File: src/rtl/i2c_mask_addr_match.sv
module i2c_mask_addr_match #(
  parameter int MASK_W = 5
) (
  input  logic              clk,
  input  logic              rst_n,
  input  logic              scl_i,
  input  logic              sda_i,
  input  logic              mode_10b_i,
  input  logic [7:0]        addr_i,
  input  logic [1:0]        addr_hi_i,
  input  logic [MASK_W-1:0] mask_i,
  output logic              sda_pull_o,
  output logic              match_irq_o,
  output logic [7:0]        rx_addr_o
);
  localparam int BITS = 8;
  localparam logic [4:0] HDR_TAG = 5'b11110;

  typedef enum logic [1:0] {S_IDLE, S_SHIFT, S_ACK, S_IGN} st_t;

  st_t        st;
  logic       scl_q, sda_q, second, final_q;
  logic [3:0] cnt;
  logic [7:0] sr;

  logic scl_rise, scl_fall, start_c, stop_c;
  assign scl_rise = scl_i & ~scl_q;
  assign scl_fall = ~scl_i & scl_q;
  assign start_c  = scl_i & scl_q & sda_q & ~sda_i;
  assign stop_c   = scl_i & scl_q & ~sda_q & sda_i;

  logic [7:0] care7, care10;
  assign care7  = {2'b11, ~mask_i[4:0], 1'b0};
  assign care10 = {2'b11, ~mask_i[4:1], ~mask_i[0], ~mask_i[0]};

  logic hdr_phase, hdr_ok, low_ok, hit;
  assign hdr_phase = mode_10b_i & ~second;
  assign hdr_ok    = (sr[7:3] == HDR_TAG) && (sr[2:1] == addr_hi_i);
  assign low_ok    = ((sr ^ addr_i) & (mode_10b_i ? care10 : care7)) == 8'h00;
  assign hit       = hdr_phase ? hdr_ok : low_ok;

  always_ff @(posedge clk or negedge rst_n) begin
    if (!rst_n) begin
      st          <= S_IDLE;
      scl_q       <= 1'b1;
      sda_q       <= 1'b1;
      cnt         <= '0;
      sr          <= '0;
      second      <= 1'b0;
      final_q     <= 1'b0;
      sda_pull_o  <= 1'b0;
      match_irq_o <= 1'b0;
      rx_addr_o   <= '0;
    end else begin
      scl_q       <= scl_i;
      sda_q       <= sda_i;
      match_irq_o <= 1'b0;
      if (start_c) begin
        st         <= S_SHIFT;
        cnt        <= '0;
        second     <= 1'b0;
        sda_pull_o <= 1'b0;
      end else if (stop_c) begin
        st         <= S_IDLE;
        sda_pull_o <= 1'b0;
      end else begin
        case (st)
          S_SHIFT: begin
            if (scl_rise) begin
              sr  <= {sr[6:0], sda_i};
              cnt <= cnt + 4'd1;
            end else if (scl_fall && cnt == BITS) begin
              if (hit) begin
                st         <= S_ACK;
                sda_pull_o <= 1'b1;
                final_q    <= ~hdr_phase;
                if (!hdr_phase) rx_addr_o <= sr;
              end else begin
                st <= S_IGN;
              end
            end
          end
          S_ACK: begin
            if (scl_fall) begin
              sda_pull_o <= 1'b0;
              if (final_q) begin
                match_irq_o <= 1'b1;
                st          <= S_IGN;
              end else begin
                st     <= S_SHIFT;
                cnt    <= '0;
                second <= 1'b1;
              end
            end
          end
          default: ;
        endcase
      end
    end
  end

  assert_pull_in_ack_R6: assert property (@(posedge clk) disable iff (!rst_n)
    sda_pull_o |-> st == S_ACK);
  assert_stop_idles_R2: assert property (@(posedge clk) disable iff (!rst_n)
    (stop_c && !start_c) |=> (st == S_IDLE && !sda_pull_o));
  assert_ign_silent_R7: assert property (@(posedge clk) disable iff (!rst_n)
    (st == S_IGN && !start_c) |=> !sda_pull_o);
  assert_irq_single_R8: assert property (@(posedge clk) disable iff (!rst_n)
    match_irq_o |=> !match_irq_o);
  assert_irq_ends_ack_R8: assert property (@(posedge clk) disable iff (!rst_n)
    match_irq_o |-> ($fell(sda_pull_o) && $past(final_q)));
  assert_rx_on_ack_R9: assert property (@(posedge clk) disable iff (!rst_n)
    !$stable(rx_addr_o) |-> $rose(sda_pull_o));
endmodule

File: config.mk
export PLATFORM = sky130hd
export DESIGN_NAME = i2c_mask_addr_match
export DESIGN_NICKNAME = d
export VERILOG_FILES = /design/src/rtl/i2c_mask_addr_match.sv
export SDC_FILE = /design/constraint.sdc
export NUM_CORES = 1
export LEC_CHECK = 0
export ABC_AREA = 1
export BUFFER_PORTS_ARGS = -buffer_cell sky130_fd_sc_hd__buf_2
export CAP_MARGIN = 10
export CORE_MARGIN = 5
export CORE_UTILIZATION = 56
export CTS_CLUSTER_SIZE = 16
export DETAILED_ROUTE_END_ITERATION = 16
export GPL_ROUTABILITY_DRIVEN = 0
export PLACE_DENSITY = 0.91
export SETUP_SLACK_MARGIN = 0.3
export SLEW_MARGIN = 0
export SYNTH_ARGS = -nofsm -noshare
export SYNTH_HDL_FRONTEND = slang
export SYNTH_SLANG_ARGS = --single-unit
File: constraint.sdc
create_clock -name clk -period 3.7 [get_ports clk]
set_input_delay 0.185 -clock clk [delete_from_list [all_inputs] [get_ports clk]]
set_output_delay 0.185 -clock clk [all_outputs]
set_load 0.01 [all_outputs]
==> flow_summary.ini <==
[setup_path]
setup.worst_path.class = flop to flop
startpoint_type = flop
cp.arrival_ps = 2040
crit_fanout = 17
worstPathRequired_ps = 3960
end_kind = flop

[power_and_ir_drop]
switchingPower_uw = 424.2
p_sw_share_pct = 41.33
pwr-share-seq_pct = 44.9
pwr-share-clk_pct = 14.4
p_leak_uw = 0.0009869
power_frac_comb_pct = 40.7
ir_drop_mv = 0.5587
p_int_uw = 602.1
power.density_nw_per_um2 = 568.1

[global_route]
grt_pass1_wl_mm = 5.927
antenna_found_initial = 0
grt_max_degree = 29
grt_util_all_layers_pct = 18.19
grt_pass1_vias = 1362
grt_remaining_overflow = 0

[clock_network]
cts_made_buffers = 3
cts_tree = yes
cts_max_path_buffers = 2
worstSkewPairLatency_ps = 320
cts_num_sinks = 28
htreeDepth = 1
clk_pin_slew_ps = 150
cts-root-buf = clkbuf_4

[sta]
skew_ps = 6.829
setup-violations-final = 0
period_needed_ps = 1782
period_share_pct = 48.17
final_max_slew_viol_count = 0
worst_slew_pin_slew_ps = 597.2
fmax_mhz = 561.1
setup_slack_ps = 1918
grt_setup_unrepaired = false
timing.setup.tns_ps = 0
maxSlewHeadroom_pct = 60.19
hold_viol_final = 0

[yosys]
synth-seq-area-share_pct = 44.50
synth.area.top_cells = dfrtp_1 41%, nand2_1 15%, inv_1 6.7%
synth_nets = 228
yosys_warnings = 0
synth.largest_area_cell = dfrtp_1
ys_ff_latch = 28
synth_cell_types = 29
synth.avg_cell_area_sq_um = 7.746
synth_area_sq_um = 1580
synthCells = 204
synth_top_area_share_pct = 41.17

[place]
pre_cts_slack_ps = 1962
dpl_cell_area_sq_um = 1740
io_buffers = 29
dpl.cell_count = 260
place_hpwl_mm = 2.549

[routing]
detail_route.vias_per_cell = 5.228
routed_wl_mm = 3.277
wire_per_inst_microns = 12.27
vias = 1396
antenna_left = 0
drtIter0Drc = 56
first_pass_iters = 4
drc_errors = 0

[cells_and_area]
final_common_cell = nand2_1
insertedDiodeCount = 0
nets = 261
fillerInstances = 242
seq_area_sq_um = 703.2
postLayoutCoreUtil_pct = 66.09
finalInstanceArea_sq_um = 1807
drive_gt1_share_pct = 21.19
final_cells = 267
area_delta_synth_final_pct = 14.33
final_cell_mix = 63 x nand2_1, 29 x buf_2, 28 x inv_1
multiInputGateArea_sq_um = 725.7

[min_path]
hold_class = input pin to asynchronous set/reset pin

[die]
die-area_sq_um = 3984
fp.dieH_microns = 63.12
boundaryPins = 30
initial_utilization_pct = 57.80
num_rows = 19
die_width_microns = 63.12
core_sq_um = 2734

[flow_run]
maxCapViolCount = 0

[status]
status = completed
power by group through the flow:
stage	Sequential, uW	Combinational (uW)	Clock (uW)
3_5_place_dp	466	413	0
6_report	461	418	148
3_3_place_gp	460	396	0
4_1_cts	459	418	151
5_1_grt	470	486	169
2_1_floorplan	446	329	0
routing by layer:
metal  track usage, %  vias to the layer above  wire length (microns)
met3            1.776                        4                    185
li1                 -                      715                      -
met2            29.87                       38                   1540
met4            6.897                        0                     40
met5                0                        -                      0
met1            24.71                      639                   1511
cell families (layout without fill, tap and decap cells):
kind of cell    after synthesis  count (layout)  share of synthesized area, %
simple gates                112             112                         34.05
xor+xnor                      3               3                         1.663
compound gates               19              19                         7.047
fa+ha+maj                     4               4                         3.167
buf+inv                      38              70                         9.580
flops                        28              28                         44.50
path summary, 6_finish.rpt:
| check | cells past startpoint | startpoint | to | slack, ps |
|---|---|---|---|---|
| setup reg to reg | 8 | st[1] | cnt[1] | 1920 |
| hold reg to reg | 2 | rx_addr_o[7] | rx_addr_o[7] | 490 |
| setup / recovery | 8 | st[1] | cnt[1] | 1920 |
| min in group clk | 6 | addr_hi_i[0] | sda_pull_o | 400 |
| hold / removal | 2 | rst_n | sr[5] | 370 |
| max in group asynchronous | 2 | rst_n | cnt[0] | 2930 |
state kept, by name, summed over array words and instances (netlist names):
register	count
rx_addr_o	8
second	1
st	2
cnt	4
sr	8
match_irq_o	1
sda_pull_o	1
final_q	1
sda_q	1
scl_q	1
worst max-delay path: stages, from the launching register on:
cell	delay, ps
dfrtp_1	420
inv_1	60
ha_1	170
nand3_1	390
a31oi_1	310
nand2_1	80
inv_2	120
nand3_1	80
o21ai_1	90
Yosys cell counts:
| cell | instances |
|---|---|
| nand4_2 | 2 |
| o21ai_1 | 4 |
| inv_2 | 6 |
| inv_1 | 28 |
| nand3b_1 | 3 |
| a21oi_4 | 1 |
| o21ai_0 | 7 |
| nand3_1 | 12 |
| buf_6 | 1 |
| nand2_1 | 63 |
| xnor2_1 | 3 |
| nor2_4 | 1 |
| nand4_1 | 10 |
| nor2_1 | 11 |
| nand2_2 | 1 |
| nor2_2 | 1 |
| nor3_4 | 1 |
| dfrtp_1 | 26 |
| buf_2 | 1 |
| clkbuf_1 | 2 |
| or2_2 | 1 |
| a31oi_1 | 2 |
| ha_1 | 4 |
| dfstp_2 | 2 |
| nor3_1 | 4 |
| a21oi_1 | 4 |
| nand3_4 | 1 |
| o211ai_1 | 1 |
| or2_0 | 1 |
final cells by class:
| class | instances | share of cell area, % |
|---|---|---|
| tap | 31 | 2.147 |
| multi-input combinational | 138 | 40.17 |
| sequential | 28 | 38.92 |
| timing repair buffer | 32 | 9.695 |
| clock buffer | 4 | 2.008 |
| inverter | 34 | 7.064 |
metrics by stage:
step           total power [uW]  hold WS (ps)
3_5_place_dp              879.4         227.7
5_1_grt                    1125         413.3
6_report                   1026         372.5
3_3_place_gp              856.0         227.4
2_1_floorplan             774.6        -110.6
4_1_cts                    1028         397.9
repair_timing:
action | 4_1_cts | 5_1_grt
hold endpoints to repair | 28 | 0
hold buffers | 3 | 0
buffers inserted | 0 | 0
gates resized for setup | 0 | 0
Note: power is estimated with default switching activity, not from simulation.
